### src/rtl/zol_pkg.sv
package zol_pkg;

  typedef enum logic [2:0] {
    OP_SEQ   = 3'd0,
    OP_JUMP  = 3'd1,
    OP_CALL  = 3'd2,
    OP_RET   = 3'd3,
    OP_LOOP  = 3'd4
  } seq_op_e;

endpackage

### src/rtl/zol_lifo.sv
module zol_lifo #(
  parameter int W     = 14,
  parameter int DEPTH = 16
) (
  input  logic         clk,
  input  logic         rst_n,
  input  logic         push_i,
  input  logic         pop_i,
  input  logic         wr_top_i,
  input  logic [W-1:0] data_i,
  output logic [W-1:0] top_o,
  output logic         full_o,
  output logic         empty_o
);
  localparam int PW = $clog2(DEPTH + 1);
  localparam int IW = $clog2(DEPTH);

  logic [PW-1:0] cnt_q;
  logic [W-1:0]  mem_q [DEPTH];
  logic [IW-1:0] top_idx;
  logic [IW-1:0] push_idx;

  assign top_idx  = IW'(cnt_q - PW'(1));
  assign push_idx = IW'(cnt_q);
  assign empty_o  = (cnt_q == '0);
  assign full_o   = (cnt_q == PW'(DEPTH));
  assign top_o    = empty_o ? '0 : mem_q[top_idx];

  always_ff @(posedge clk) begin
    if (!rst_n) begin
      cnt_q <= '0;
      for (int i = 0; i < DEPTH; i++) mem_q[i] <= '0;
    end else if (push_i && !full_o) begin
      mem_q[push_idx] <= data_i;
      cnt_q           <= cnt_q + PW'(1);
    end else if (pop_i && !empty_o) begin
      cnt_q <= cnt_q - PW'(1);
    end else if (wr_top_i && !empty_o) begin
      mem_q[top_idx] <= data_i;
    end
  end

  // occupancy never exceeds the configured depth
  a_r8_depth_bound: assert property (@(posedge clk) disable iff (!rst_n)
    cnt_q <= PW'(DEPTH));

  // an accepted push grows the stack by exactly one entry
  a_r4_push_count: assert property (@(posedge clk) disable iff (!rst_n)
    rst_n && push_i && !full_o |=> cnt_q == $past(cnt_q) + PW'(1));

  // an accepted pop shrinks the stack by exactly one entry
  a_r4_pop_count: assert property (@(posedge clk) disable iff (!rst_n)
    rst_n && !push_i && pop_i && !empty_o |=> cnt_q == $past(cnt_q) - PW'(1));

endmodule

### src/rtl/zol_next_addr.sv
module zol_next_addr
  import zol_pkg::*;
#(
  parameter int ADDR_W = 14,
  parameter int CNT_W  = 14
) (
  input  seq_op_e           op,
  input  logic              cond,
  input  logic [ADDR_W-1:0] pc,
  input  logic [ADDR_W-1:0] target,
  input  logic [ADDR_W-1:0] ret_top,
  input  logic              ret_empty,
  input  logic              ret_full,
  input  logic              lp_empty,
  input  logic              lp_full,
  input  logic [ADDR_W-1:0] lp_first,
  input  logic [ADDR_W-1:0] lp_last,
  input  logic [CNT_W-1:0]  lp_cnt,
  output logic [ADDR_W-1:0] next_pc,
  output logic [ADDR_W-1:0] seq_pc,
  output logic              ret_push,
  output logic              ret_pop,
  output logic              lp_push,
  output logic              lp_pop,
  output logic              lp_dec,
  output logic              ovf_evt,
  output logic              unf_evt,
  output logic              at_end
);

  function automatic logic [ADDR_W-1:0] addr_inc(input logic [ADDR_W-1:0] a);
    return a + ADDR_W'(1);
  endfunction

  function automatic logic more_passes(input logic [CNT_W-1:0] c);
    return c > CNT_W'(1);
  endfunction

  assign seq_pc = addr_inc(pc);
  assign at_end = !lp_empty && (pc == lp_last);

  always_comb begin
    next_pc  = seq_pc;
    ret_push = 1'b0;
    ret_pop  = 1'b0;
    lp_push  = 1'b0;
    lp_pop   = 1'b0;
    lp_dec   = 1'b0;
    ovf_evt  = 1'b0;
    unf_evt  = 1'b0;
    case (op)
      OP_JUMP: begin
        if (cond) next_pc = target;
      end
      OP_CALL: begin
        if (cond) begin
          next_pc = target;
          if (ret_full) ovf_evt = 1'b1;
          else          ret_push = 1'b1;
        end
      end
      OP_RET: begin
        if (ret_empty) begin
          unf_evt = 1'b1;
        end else begin
          ret_pop = 1'b1;
          next_pc = ret_top;
        end
      end
      OP_LOOP: begin
        if (lp_full) ovf_evt = 1'b1;
        else         lp_push = 1'b1;
      end
      default: begin
        if (at_end) begin
          if (more_passes(lp_cnt)) begin
            next_pc = lp_first;
            lp_dec  = 1'b1;
          end else begin
            lp_pop = 1'b1;
          end
        end
      end
    endcase
  end

endmodule

### src/rtl/zol_sequencer.sv
module zol_sequencer
  import zol_pkg::*;
#(
  parameter int ADDR_W     = 14,
  parameter int CNT_W      = 14,
  parameter int RET_DEPTH  = 16,
  parameter int LOOP_DEPTH = 4
) (
  input  logic              clk,
  input  logic              rst_n,
  input  logic [2:0]        op_i,
  input  logic              cond_i,
  input  logic [ADDR_W-1:0] target_i,
  input  logic [ADDR_W-1:0] loop_end_i,
  input  logic [CNT_W-1:0]  loop_cnt_i,
  output logic [ADDR_W-1:0] fetch_addr_o,
  output logic              ovf_o,
  output logic              unf_o
);
  localparam int LW = 2 * ADDR_W + CNT_W;

  seq_op_e           op;
  logic [ADDR_W-1:0] pc_q;
  logic [ADDR_W-1:0] next_pc;
  logic [ADDR_W-1:0] seq_pc;
  logic [ADDR_W-1:0] ret_top;
  logic              ret_empty, ret_full, ret_push, ret_pop;
  logic              lp_empty, lp_full, lp_push, lp_pop, lp_dec;
  logic [LW-1:0]     lp_word_top;
  logic [LW-1:0]     lp_word_in;
  logic [ADDR_W-1:0] lp_first, lp_last;
  logic [CNT_W-1:0]  lp_cnt;
  logic              ovf_evt, unf_evt, at_end;
  logic              ovf_q, unf_q;
  logic              loop_back;

  assign op        = seq_op_e'(op_i);
  assign lp_first  = lp_word_top[LW-1 -: ADDR_W];
  assign lp_last   = lp_word_top[CNT_W +: ADDR_W];
  assign lp_cnt    = lp_word_top[CNT_W-1:0];
  assign loop_back = lp_dec;
  assign lp_word_in = lp_push ? {seq_pc, loop_end_i, loop_cnt_i}
                              : {lp_first, lp_last, lp_cnt - CNT_W'(1)};

  zol_next_addr #(.ADDR_W(ADDR_W), .CNT_W(CNT_W)) u_next (
    .op(op), .cond(cond_i), .pc(pc_q), .target(target_i),
    .ret_top(ret_top), .ret_empty(ret_empty), .ret_full(ret_full),
    .lp_empty(lp_empty), .lp_full(lp_full),
    .lp_first(lp_first), .lp_last(lp_last), .lp_cnt(lp_cnt),
    .next_pc(next_pc), .seq_pc(seq_pc),
    .ret_push(ret_push), .ret_pop(ret_pop),
    .lp_push(lp_push), .lp_pop(lp_pop), .lp_dec(lp_dec),
    .ovf_evt(ovf_evt), .unf_evt(unf_evt), .at_end(at_end)
  );

  zol_lifo #(.W(ADDR_W), .DEPTH(RET_DEPTH)) u_ret_stack (
    .clk(clk), .rst_n(rst_n), .push_i(ret_push), .pop_i(ret_pop),
    .wr_top_i(1'b0), .data_i(seq_pc), .top_o(ret_top),
    .full_o(ret_full), .empty_o(ret_empty)
  );

  zol_lifo #(.W(LW), .DEPTH(LOOP_DEPTH)) u_loop_stack (
    .clk(clk), .rst_n(rst_n), .push_i(lp_push), .pop_i(lp_pop),
    .wr_top_i(lp_dec), .data_i(lp_word_in), .top_o(lp_word_top),
    .full_o(lp_full), .empty_o(lp_empty)
  );

  always_ff @(posedge clk) begin
    if (!rst_n) begin
      pc_q  <= '0;
      ovf_q <= 1'b0;
      unf_q <= 1'b0;
    end else begin
      pc_q  <= next_pc;
      ovf_q <= ovf_q | ovf_evt;
      unf_q <= unf_q | unf_evt;
    end
  end

  assign fetch_addr_o = pc_q;
  assign ovf_o        = ovf_q;
  assign unf_o        = unf_q;

  // plain step when no loop closes here
  a_r2_seq_step: assert property (@(posedge clk) disable iff (!rst_n)
    rst_n && op == OP_SEQ && !at_end |=> fetch_addr_o == ADDR_W'($past(fetch_addr_o) + ADDR_W'(1)));

  // taken jump lands on its target one cycle later
  a_r3_jump_taken: assert property (@(posedge clk) disable iff (!rst_n)
    rst_n && op == OP_JUMP && cond_i |=> fetch_addr_o == $past(target_i));

  // return lands on the saved address
  a_r4_return_target: assert property (@(posedge clk) disable iff (!rst_n)
    rst_n && op == OP_RET && !ret_empty |=> fetch_addr_o == $past(ret_top));

  // loop close goes to the stacked first address with no bubble
  a_r6_loop_back: assert property (@(posedge clk) disable iff (!rst_n)
    rst_n && loop_back |=> fetch_addr_o == $past(lp_first));

  // overflow flag is sticky
  a_r8_ovf_sticky: assert property (@(posedge clk) disable iff (!rst_n)
    ovf_o |=> ovf_o);

  // underflow flag is sticky
  a_r9_unf_sticky: assert property (@(posedge clk) disable iff (!rst_n)
    unf_o |=> unf_o);

endmodule

### config.mk
export PLATFORM = sky130hd
export DESIGN_NAME = zol_sequencer
export DESIGN_NICKNAME = d
export VERILOG_FILES = /design/src/rtl/zol_pkg.sv /design/src/rtl/zol_lifo.sv /design/src/rtl/zol_next_addr.sv /design/src/rtl/zol_sequencer.sv
export SDC_FILE = /design/constraint.sdc
export NUM_CORES = 1
export LEC_CHECK = 0
export CAP_MARGIN = 10
export CORE_AREA = 2 2 171 257
export DETAILED_ROUTE_END_ITERATION = 16
export DIE_AREA = 0 0 173 259
export PLACE_DENSITY = 0.67
export SLEW_MARGIN = 25
export SYNTH_ARGS = -nofsm -noshare
export SYNTH_HDL_FRONTEND = slang
export SYNTH_HIERARCHICAL = 1
export SYNTH_SLANG_ARGS = --single-unit
### constraint.sdc
create_clock -name clk -period 9.3 [get_ports clk]
set_clock_uncertainty 0.15 [all_clocks]
set_input_delay 1.86 -clock clk [delete_from_list [all_inputs] [get_ports clk]]
set_output_delay 1.86 -clock clk [all_outputs]
set_load 0.02 [all_outputs]
Word level (Yosys, flattened, before mapping)
Memory sizes are Yosys's and may differ from the RTL's.
Index checks and enable logic that the tools add are counted.

storage, ports and cells
  RAM bits = 392
  flip-flop bits (word level) = 24
  input port bits = 48
  memories kept = 2
  word-level logic and storage cells = 93
  output and inout bits = 16

operators by class
  magnitude comparators = 1
  add/subtract/negate cells = 6
  reduce and logical (&&, ||, !) cells = 19
  bitwise gates (word level) = 2
  equality and inequality tests = 7
  mux-type cells = 51

memory list
  name                words  bits a word  read ports  clocked after memory_dff  write ports  RTL line        RTL
  u_ret_stack.mem_q   16     14           1           0                         16           zol_lifo.sv:19  logic [W-1:0] mem_q [DEPTH];
  u_loop_stack.mem_q  4      42           1           0                         4            zol_lifo.sv:19

operators with widths
  operator                                                        count
  two-way mux 42 bit                                              4
  OR reduction 42 bit                                             2
  two-way mux 14 bit                                              5
  one-hot mux 14 bit (3 select lines)                             1
  two-way mux 1 bit                                               33
  adder 14 x 1 -> 14 bit, second input constant                   1
  == test 14 bit                                                  1
  greater-than comparator 14 x 1 -> 1 bit, second input constant  1
  OR reduction 14 bit                                             1
  subtractor 14 x 1 -> 14 bit, second input constant              1
  two-way mux 5 bit                                               2
  == test 3 x 2 -> 1 bit, second input constant                   2
  == test 3 bit, second input constant                            2
  logical AND 1 bit                                               6
  two-way mux 3 bit                                               2
  adder 5 x 1 -> 5 bit, second input constant                     1
  == test 5 bit, second input constant                            1
  zero test 5 bit                                                 1
  subtractor 5 x 1 -> 5 bit, second input constant                1
  zero test 1 bit                                                 4
  two-way mux 2 bit                                               2
  two-way mux 4 bit                                               1
  nonzero test 2 bit                                              2
  OR reduction 4 bit                                              1
  other kinds (7)                                                 8

Longest topological paths before layout
An unclocked memory read counts as a cell.

  depth after elaboration = 15
  mapped depth = 18
  mapped depth without buffers = 14

Hierarchy
Netlist, hierarchy kept.

by module, submodules not included
  module                    seq. area each (um^2)  cells an instance  area each (um^2)  times used
  zol_lifo at u_ret_stack   6,826.5                956                10,856.7          1
  zol_lifo at u_loop_stack  5,104.9                512                8,051.5           1
  zol_sequencer             320.3                  133                1,169.9           1
  zol_next_addr             0.0                    151                1,059.8           1

Least setup slack after synthesis
OpenSTA, ideal clock, no wires.

  path type = register -> register
  start point = register u_loop_stack.cnt_q[1]
  end point = memory u_loop_stack/mem_q[3][0] (netlist name) (enable)
  stages on the path, launching flop included = 18
  period minus slack after synthesis = 7.209 ns
  required time = 8.650 ns
  setup time = 0.500 ns
  slack = 2.091 ns
  arrival = 6.560 ns
  buffers on the path = 3
  cells stage by stage = dfxtp_1 -> clkbuf_1 -> inv_1 -> ha_1 -> buf_2 -> clkbuf_1 -> mux4_2 -> nor2b_1 -> xor2_1 -> nor4_2 -> nand2_1 -> nor3b_4 -> nand2_1 -> inv_1 -> nand2b_1 -> nor4_4 -> nor2_1 -> o21ai_0

RTL lines
  item                    RTL line        RTL
  start, declared         zol_lifo.sv:18  logic [PW-1:0] cnt_q;
  start signal, assigned  zol_lifo.sv:35  cnt_q <= cnt_q + PW'(1);
  start signal, assigned  zol_lifo.sv:37  cnt_q <= cnt_q - PW'(1);
  end, declared           zol_lifo.sv:19

==> impl_metrics.env <==
export IMPL_tightest_slew_ns=1.05
export IMPL_multi_input_area_mm2=0.00838
export IMPL_die_h_um=259
export IMPL_synth_area_leaders="edfxtp_1, mux4_2, nand2_1"
export IMPL_grt_usage_pct=25.0
export IMPL_syn_inst=1752
export IMPL_drtAntennaViolNets=0
export IMPL_worst_setup_path_start_kind="register"
export IMPL_cts_buffers=39
export IMPL_clk_path_buf_depth=3
export IMPL_status="completed"
export IMPL_r2r_end="u_loop_stack/mem_q[0][2]$_SDFFCE_PN0P_"
export IMPL_worst_skew_pair_late_latency_ns=0.56
export IMPL_r2r_slack_ns=3.42
export IMPL_drt_initial_drc_count=1312
export IMPL_slowest_delay_ns=0.57
export IMPL_grt_pass1_vias=14500
export IMPL_dr_pass1_iters=6
export IMPL_drv_slew=0
export IMPL_hp_class="reg2reg"
export IMPL_total_power_mw=4.00
export IMPL_power_density_mw_per_mm2=169
export IMPL_reg2regPathDepth=17
export IMPL_grt_max_degree=70
export IMPL_path_cells="inv_1 > ha_2 > buf_4 > mux4_2 > nor2b_1 > xnor2_1 > nand4_1 > nor4_1 > nor3b_4 > buf_4 > nand2_1 > inv_1 > nand2b_1 > nor4b_4 > a21oi_1 > nand2_2 > buf_4"
export IMPL_critical_path_max_fanout=46
export IMPL_critPathMostFrequentCell="buf_4"
export IMPL_cts_root_buf="clkbuf_16"
export IMPL_timing_fmax_mhz=170
export IMPL_htreeDepth=2
export IMPL_post_cts_setup_buffers=0
export IMPL_fin_crit_ns=5.88
export IMPL_vias=14100
export IMPL_ys_types=78
export IMPL_numClockSinks=416
export IMPL_whs_endpoint="ovf_o$_SDFF_PN0_"
export IMPL_worst_slack_ns=3.42
export IMPL_hold_viol=0
export IMPL_yosysSeqAreaShare_pct=58.0
export IMPL_slew_headroom_pct=29.4
export IMPL_cap_viol_max_count=0
export IMPL_start_util_pct=49.6
export IMPL_core_mm2=0.0426
export IMPL_synth_seq_cells=416
export IMPL_path_class="reg2reg"
export IMPL_antenna_cells=0
export IMPL_num_fill_cells=3668
export IMPL_hpwl_mm=35.7
export IMPL_setup_viol=0
export IMPL_die_x_um=173
export IMPL_syn_area_mm2=0.0211
export IMPL_synthArstFlopShare_pct=0
export IMPL_routed_wl_mm=55.8
export IMPL_fin_crit_sh_pct=63.3
export IMPL_ir_drop_mv=0.139
export IMPL_final_area_mm2=0.0237
export IMPL_dp_slack_ns=3.47
export IMPL_rsz0062_at_grt="no"
export IMPL_postCtsHoldBufs=0
export IMPL_power_leakage_nw=7.84
export IMPL_synth_flop_cell="edfxtp_1"
export IMPL_gp_congestion=0.872
export IMPL_grt_ovfl_total=0
export IMPL_drive_above_1_share_pct=16.3
export IMPL_tns_ns=0
export IMPL_cts_tree="yes"
export IMPL_num_rows=93
export IMPL_hold_depth=1
export IMPL_io_pins=64
export IMPL_cts_resized=0
export IMPL_synthToLayoutAreaGrowth_pct=11.9
export IMPL_grt_pass1_wl_mm=85.2
export IMPL_final_util_pct=55.5
export IMPL_wl_per_cell_um=23.5
export IMPL_via_per_inst=5.94
export IMPL_cp_end_kind="register"
export IMPL_register_area_mm2=0.0123
export IMPL_final_nets=1833
export IMPL_syn_area_per_cell_um2=12.1
export IMPL_place_area_mm2=0.0224
export IMPL_worstHoldStart="ovf_o$_SDFF_PN0_"
export IMPL_numPortBuffers=63
export IMPL_worstPathRequired_ns=9.35
export IMPL_cp_arrival_ns=5.93
export IMPL_clkTransAtPathRegs_ns=0.06
export IMPL_synth_enable_flop_cells=392
export IMPL_synth_warnings=6
export IMPL_die_area_mm2=0.0448
export IMPL_synth_top_cell_by_area="edfxtp_1"
export IMPL_drc=0
export IMPL_cp_slowest_cell="buf_4"
export IMPL_r2r_start="u_loop_stack/cnt_q[1]$_SDFFE_PN0P_"
export IMPL_synth_top_area_share_pct=55.7
export IMPL_antenna_found_initial=1
## layout make-up
type	count	share of cell area [%]
clock buffer	48	4.40
tap	570	3.01
clock inverter	23	0.883
multi-input combinational	1190	35.4
timing repair buffer	107	4.09
inverter	23	0.365
sequential	416	51.8
## synthesized netlist by cell type (38+ instances only)
cell        n
mux4_2     72
nor2_1    190
nor2b_1   135
nand2_1   233
buf_2      48
clkbuf_1   54
a21oi_1    93
and2_1     79
o21ai_0    38
nor2b_2    40
edfxtp_1  392
nor3b_1    44
## through the flow
step	std cells	hold slack (ns)
after floorplan	1753	0.425
after global placement	2305	0.285
after detailed placement	2305	0.298
after CTS	2376	0.312
after global routing	2377	0.346
final	2377	0.305
## cells in the final DEF (no fill, tap or decap), types with 5 or more instances in the layout
master             n
nand2b_1           6
clkinv_2           8
and2_1            79
o31ai_1            9
buf_4             43
edfxtp_1         392
clkinv_1           6
mux2_2            29
clkbuf_1           7
nand3_1           15
nor2_1           189
nand2_1          230
xor2_1            16
clkdlybuf4s50_1   62
clkbuf_16         40
nor3_1             5
nor4_1            19
o21ai_0           26
or4_1             11
a221o_1            9
xnor2_1           15
o21ai_1           13
nor2b_1          134
nor3b_1           44
nor2b_2           40
mux2i_1           13
o211ai_1           6
ha_1               7
o21ai_4            5
a31oi_1            9
a21oi_1           92
or3_1              6
dfxtp_1           22
mux4_2            72
or2_2              6
inv_1             22
## per-layer routing
| metal | share of wire [%] | wire [um] | track usage [%] |
|---|---|---|---|
| met5 | 0.020 | 11 | 0 |
| met3 | 6.3 | 3500 | 3.32 |
| met1 | 37 | 20600 | 29.1 |
| met2 | 52 | 29100 | 45.5 |
| met4 | 4.7 | 2600 | 12.0 |
## flip-flops by register name (all words and copies together), names as in the netlist
| signal | count |
|---|---|
| u_ret_stack/mem_q | 224 |
| u_loop_stack/mem_q | 168 |
| fetch_addr_o | 14 |
| u_ret_stack/cnt_q | 5 |
| u_loop_stack/cnt_q | 3 |
| ovf_o | 1 |
| unf_o | 1 |
## where the power goes
| part | internal [mW] | total (mW) | leakage, nW | switching, mW |
|---|---|---|---|---|
| clock | 0.886 | 1.59 | 0.608 | 0.707 |
| sequential | 2.11 | 2.14 | 4.25 | 0.0337 |
| combinational | 0.110 | 0.267 | 2.99 | 0.157 |
## worst max path at each step
stage	from	endpoint	slack, ns
floorplan	u_loop_stack/cnt_q[1]$_SDFFE_PN0P_	u_loop_stack/mem_q[3][0]$_DFFE_PP_	2.09
global placement	u_loop_stack/cnt_q[1]$_SDFFE_PN0P_	u_loop_stack/mem_q[2][3]$_SDFFCE_PN0P_	3.60
detailed placement	u_loop_stack/cnt_q[1]$_SDFFE_PN0P_	u_loop_stack/mem_q[2][9]$_SDFFCE_PN0P_	3.47
CTS	u_loop_stack/cnt_q[1]$_SDFFE_PN0P_	u_loop_stack/mem_q[2][5]$_SDFFCE_PN0P_	3.41
global route	u_loop_stack/cnt_q[1]$_SDFFE_PN0P_	u_loop_stack/mem_q[0][2]$_SDFFCE_PN0P_	3.04
finish	u_loop_stack/cnt_q[1]$_SDFFE_PN0P_	u_loop_stack/mem_q[0][2]$_SDFFCE_PN0P_	3.42
## critical path, delay by kind of cell, from the launching register on
family                     cells  cell delay, ns
AOI/OAI and AO/OA              1            0.14
xor gates and xnor gates       1            0.18
adders and majority gates      1            0.36
buffers and inverters          5            1.60
DFF                            1            0.54
muxes                          1            0.41
and+or+nand+nor                8            2.11
## cell families (layout without fill, tap and decap cells)
kind of cell / Yosys count / after routing / share of synthesized area (%)
buffers and inverters: 147 / 201 / 3.41
AO/OA/AOI/OAI: 212 / 212 / 6.43
flip-flops: 416 / 416 / 58.0
multiplexers: 116 / 116 / 9.93
XOR/XNOR: 36 / 36 / 1.49
other: 1 / 2 / 0.0177
AND/OR/NAND/NOR: 816 / 816 / 20.3
adder cells (fa/ha/maj): 8 / 8 / 0.474
Power figures use the tool's default switching activity.
